### src/rtl/emo_pkg.sv
package emo_pkg;
  localparam int ACT_W = 2;

  typedef enum logic [ACT_W-1:0] {
    ACT_KEEP = 2'b00,
    ACT_LOW  = 2'b01,
    ACT_HIGH = 2'b10,
    ACT_FLIP = 2'b11
  } act_e;

  // Next output level for a channel whose strobe fired.
  function automatic logic apply_act(input logic [ACT_W-1:0] code, input logic lvl);
    case (act_e'(code))
      ACT_KEEP: apply_act = lvl;
      ACT_LOW:  apply_act = 1'b0;
      ACT_HIGH: apply_act = 1'b1;
      default:  apply_act = ~lvl;
    endcase
  endfunction
endpackage

### src/rtl/emo_channel.sv
module emo_channel
  import emo_pkg::*;
(
  input  logic             clk,
  input  logic             rst_n,
  input  logic             match,
  input  logic             wr_en,
  input  logic             wr_lvl,
  input  logic [ACT_W-1:0] wr_act,
  output logic             lvl,
  output logic [ACT_W-1:0] act,
  output logic             fire
);
  logic lvl_nxt;

  // A strobe on an active (non-keep) code changes the level.
  assign fire = match && (act != ACT_KEEP);

  always_comb begin
    lvl_nxt = lvl;
    if (match)      lvl_nxt = apply_act(act, lvl);
    else if (wr_en) lvl_nxt = wr_lvl;
  end

  always_ff @(posedge clk or negedge rst_n) begin
    if (!rst_n) begin
      lvl <= 1'b0;
      act <= ACT_KEEP;
    end else begin
      lvl <= lvl_nxt;
      if (wr_en) act <= wr_act;
    end
  end
endmodule

### src/rtl/emo_readback.sv
module emo_readback
  import emo_pkg::*;
#(
  parameter int NUM_CH = 4,
  parameter int DATA_W = 32
) (
  input  logic [NUM_CH-1:0]       lvl,
  input  logic [ACT_W*NUM_CH-1:0] act,
  output logic [DATA_W-1:0]       rd_data
);
  localparam int ACT_LSB = NUM_CH;

  always_comb begin
    rd_data = '0;
    rd_data[NUM_CH-1:0] = lvl;
    rd_data[ACT_LSB +: ACT_W*NUM_CH] = act;
  end
endmodule

### src/rtl/emo_ctrl.sv
module emo_ctrl
  import emo_pkg::*;
#(
  parameter int NUM_CH = 4,
  parameter int DATA_W = 32
) (
  input  logic              clk,
  input  logic              rst_n,
  input  logic [NUM_CH-1:0] match_evt,
  input  logic              wr_en,
  input  logic [DATA_W-1:0] wr_data,
  output logic [DATA_W-1:0] rd_data,
  output logic [NUM_CH-1:0] pin_out
);
  localparam int ACT_LSB = NUM_CH;

  logic [NUM_CH-1:0]       lvl_q;
  logic [ACT_W*NUM_CH-1:0] act_q;
  logic [NUM_CH-1:0]       chan_fire;

  for (genvar i = 0; i < NUM_CH; i++) begin : g_ch
    emo_channel u_ch (
      .clk    (clk),
      .rst_n  (rst_n),
      .match  (match_evt[i]),
      .wr_en  (wr_en),
      .wr_lvl (wr_data[i]),
      .wr_act (wr_data[ACT_LSB + ACT_W*i +: ACT_W]),
      .lvl    (lvl_q[i]),
      .act    (act_q[ACT_W*i +: ACT_W]),
      .fire   (chan_fire[i])
    );
  end

  emo_readback #(.NUM_CH(NUM_CH), .DATA_W(DATA_W)) u_rb (
    .lvl     (lvl_q),
    .act     (act_q),
    .rd_data (rd_data)
  );

  assign pin_out = lvl_q;
endmodule

### config.mk
export PLATFORM = sky130hd
export DESIGN_NAME = emo_ctrl
export DESIGN_NICKNAME = d
export VERILOG_FILES = /design/src/rtl/emo_pkg.sv /design/src/rtl/emo_channel.sv /design/src/rtl/emo_readback.sv /design/src/rtl/emo_ctrl.sv
export SDC_FILE = /design/constraint.sdc
export NUM_CORES = 1
export LEC_CHECK = 0
export BUFFER_PORTS_ARGS = -buffer_cell sky130_fd_sc_hd__buf_2
export CAP_MARGIN = 15
export CORE_ASPECT_RATIO = 1.5
export CORE_MARGIN = 5
export CORE_UTILIZATION = 38
export DETAILED_ROUTE_END_ITERATION = 8
export PLACE_DENSITY = 0.9
export SLEW_MARGIN = 15
export SYNTH_ARGS = -nofsm -noshare
export SYNTH_HDL_FRONTEND = slang
export SYNTH_HIERARCHICAL = 1
export SYNTH_SLANG_ARGS = --single-unit
### constraint.sdc
create_clock -name clk -period 1.67 [get_ports clk]
set_clock_uncertainty 0.2 [all_clocks]
set_input_delay 0.0835 -clock clk [delete_from_list [all_inputs] [get_ports clk]]
set_output_delay 0.0835 -clock clk [all_outputs]
set_load 0.01 [all_outputs]
==> results.txt <==
The run finished with clean final reports. The number of sinks driven by the clock tree is 12. The clock reaches the later pin of the worst-skew pair after 0.27 ns. Summed area of non-filler cells in the final layout: 1130 um2. The number of global-route vias before repair was 810; the setup TNS was 0 ns.

For the number of fill cells, the log shows 241. For the internal power, the log shows 0.586 mW. The routed wirelength normalized by instance count is 11.6 um. Category of the most critical setup path: reg2reg. Global routing consumed, over all layers together, 12.2% of the routing resources. For this configuration, the core starts out at a cell density of 39.8%.

The clock passes through at most 2 buffers. The remaining antenna violation count is 0, and the number of design rule violations left after detail routing is 0. At the end of routability-driven placement, the weighted congestion stood at 0.701.

The tools report the library cell used as clock root buffer as sky130_fd_sc_hd__clkbuf_4. The number of cells on the worst reg-to-reg path is 4. The total wire length after detailed routing is 1.93 mm.

The total placed instance area is 920 um2, and the combinational share of power is 31.8%. Static timing analysis puts the maximum clock frequency at 0.707 GHz. The share of layout cells above drive strength 1 was 26.6%. The tools report the kind of start point of the critical path as a flop. Startpoint of the worst-slack reg-to-reg timing path: g_ch[3].u_ch/act[0].

Setup repair after global routing left no endpoint under its margin. Per report_power, the sequential group accounts for 41.1% of the total. Final critical delay including setup and external delays: 1.41 ns. Buffers added to address setup during post-CTS repair amount to 0. In the routed layout, each cell is associated on average with a via count of 4.41. For the number of nets in the layout, the log shows 191. The total overflow left after global routing is 0. The fraction of the cycle the final worst path needs was 84.7%; the leakage power total was 0.626 nW. The post-synthesis instance area was 890 um2; the number of clock buffers inserted by TritonCTS was 3. The die is 49.5 um wide. The multi-input combinational cells in the finished layout cover a total of 375 um2. For this design the ratio of total power to cell area is 773 nW/um2. The signal on the critical path passes through inv_1, ha_1, a211oi_1, o22ai_1. Across all register-to-register paths, the minimum setup slack is 0.26 ns.

Number of buffers inserted by hold repair at cts: 17. The synthesis-to-finish area growth works out to 26.6%. Data on the critical path is required at its endpoint by 1.62 ns. After legalization and detailed placement, the total HPWL measured 1.38 mm. Cells fill 50.4% of the core in the end. The run gives 0 as the count of final hold-check violations. Synthesis produced 101 cells.

Entering global routing, the biggest net connects 21 pins. The worst reg2reg path endpoint was g_ch[3].u_ch/lvl. Number of antenna violations at the first check in global routing: 0. TritonCTS built the clock tree. Max-cap violations in this run came to 0. The clock-pin slew on the worst setup and hold paths came out at 0.08 ns. The area used by sequential logic in the layout came out at 300 um2. A synthesized cell averages 8.81 um2. The min-delay analysis places its worst path in the category in2async. For the worst setup path, the data arrival time is 1.36 ns. The number of resized instances in the post-cts repair step is 0, and the first-pass GRT wire length is 3.37 mm. Across the VDD grid, the largest voltage drop is 0.000471 V. The slowest stage of the critical path is the sky130_fd_sc_hd__dfrtp_1 cell. The first-pass detailed-route iteration total is 4.

In this run, the clock network consumes 27.1% of the power. The placement row count was 21; the count of warnings emitted by yosys was 6. The run gives 0 as the final antenna diode count.

The tools report the count of H-tree levels built during CTS as 1. The net switching power is 0.284 mW, and the post-route worst hold slack is 0.0288 ns. The proportion of total power due to net switching works out to 32.6%. STA classifies the critical path endpoint as a flop. The floorplan step defined a die boundary enclosing 3430 um2. On the worst path, the slowest cell contributes a delay of 0.38 ns. The vertical die dimension works out to 69.3 um. The detailed-route via count was 732. The port buffer count came out at 34.

The setup violation total in the final timing report is 0, and the DRC violation total after the first TritonRoute iteration is 5. In this run the standard cell core region covers 2230 um2. Pin placement for this block handled 75 I/O pins.

Maximum fanout along the worst path: 3. The run gives 0 as the total count of max-transition violations in the final report.
[sequential cells by signal (all words and copies together), names as in the netlist]
signal         cells
g_ch.u_ch/act      8
g_ch.u_ch/lvl      4
[layer usage]
metal	vias up	GRT usage, %	wire [um]
li1	359	-	-
met4	0	5.54	25
met2	34	22.5	1080
met3	4	3.87	173
met1	335	11.8	652
met5	-	0	0
[power by group through the flow]
stage | combinational (mW) | clock, mW | sequential, mW
final | 0.277 | 0.236 | 0.358
after global routing | 0.316 | 0.267 | 0.366
after CTS | 0.280 | 0.246 | 0.359
after detailed placement | 0.249 | 0 | 0.364
after global placement | 0.239 | 0 | 0.362
after floorplan | 0.217 | 0 | 0.368
[area by class of cell]
cell class	instances	share of cell area (%)
clock buffers	4	3.22
inverters	12	4.00
multi-input cells	64	33.3
flip-flops and latches	12	26.7
well taps	23	2.56
repair buffers	51	30.2
[through the flow]
step           setup slack [ns]  std cells  power (mW)
6_report                  0.256        166       0.870
5_1_grt                   0.118        166       0.949
4_1_cts                   0.235        166       0.884
3_5_place_dp              0.256        145       0.613
3_3_place_gp              0.294        145       0.601
2_1_floorplan             0.369        120       0.585
[placed cells by master, fill, tap and decap left out]
cell type                       count
sky130_fd_sc_hd__o22ai_1            4
sky130_fd_sc_hd__ha_1               8
sky130_fd_sc_hd__inv_1             12
sky130_fd_sc_hd__conb_1            20
sky130_fd_sc_hd__nor2_1             4
sky130_fd_sc_hd__o21ai_0           12
sky130_fd_sc_hd__mux2i_1            4
sky130_fd_sc_hd__dfrtp_1           12
sky130_fd_sc_hd__clkbuf_8           1
sky130_fd_sc_hd__buf_2             34
sky130_fd_sc_hd__clkbuf_4           3
sky130_fd_sc_hd__a211oi_1           4
sky130_fd_sc_hd__dlygate4sd3_1     17
sky130_fd_sc_hd__nand2_1            8
[how the worst max path moves through the flow]
stage	start	end	slack [ns]	depth (start not counted)
5_1_grt	g_ch[0].u_ch/act[0]	g_ch[0].u_ch/lvl	0.12	4
4_1_cts	g_ch[3].u_ch/act[0]	g_ch[3].u_ch/lvl	0.24	4
3_3_place_gp	g_ch[1].u_ch/act[0]	g_ch[1].u_ch/lvl	0.29	4
2_1_floorplan	g_ch[0].u_ch/act[0]	g_ch[0].u_ch/lvl	0.37	4
3_5_place_dp	g_ch[3].u_ch/act[0]	g_ch[3].u_ch/lvl	0.26	4
6_report	g_ch[3].u_ch/act[0]	g_ch[3].u_ch/lvl	0.26	4
[critical path, delay by kind of cell (launching register included)]
| family | cells | cell delay, ns |
|---|---|---|
| buffers and inverters | 1 | 0.09 |
| AO/OA/AOI/OAI | 2 | 0.38 |
| adder cells (fa/ha/maj) | 1 | 0.25 |
| flip-flops | 1 | 0.38 |
(Power assumes the default switching activity.)
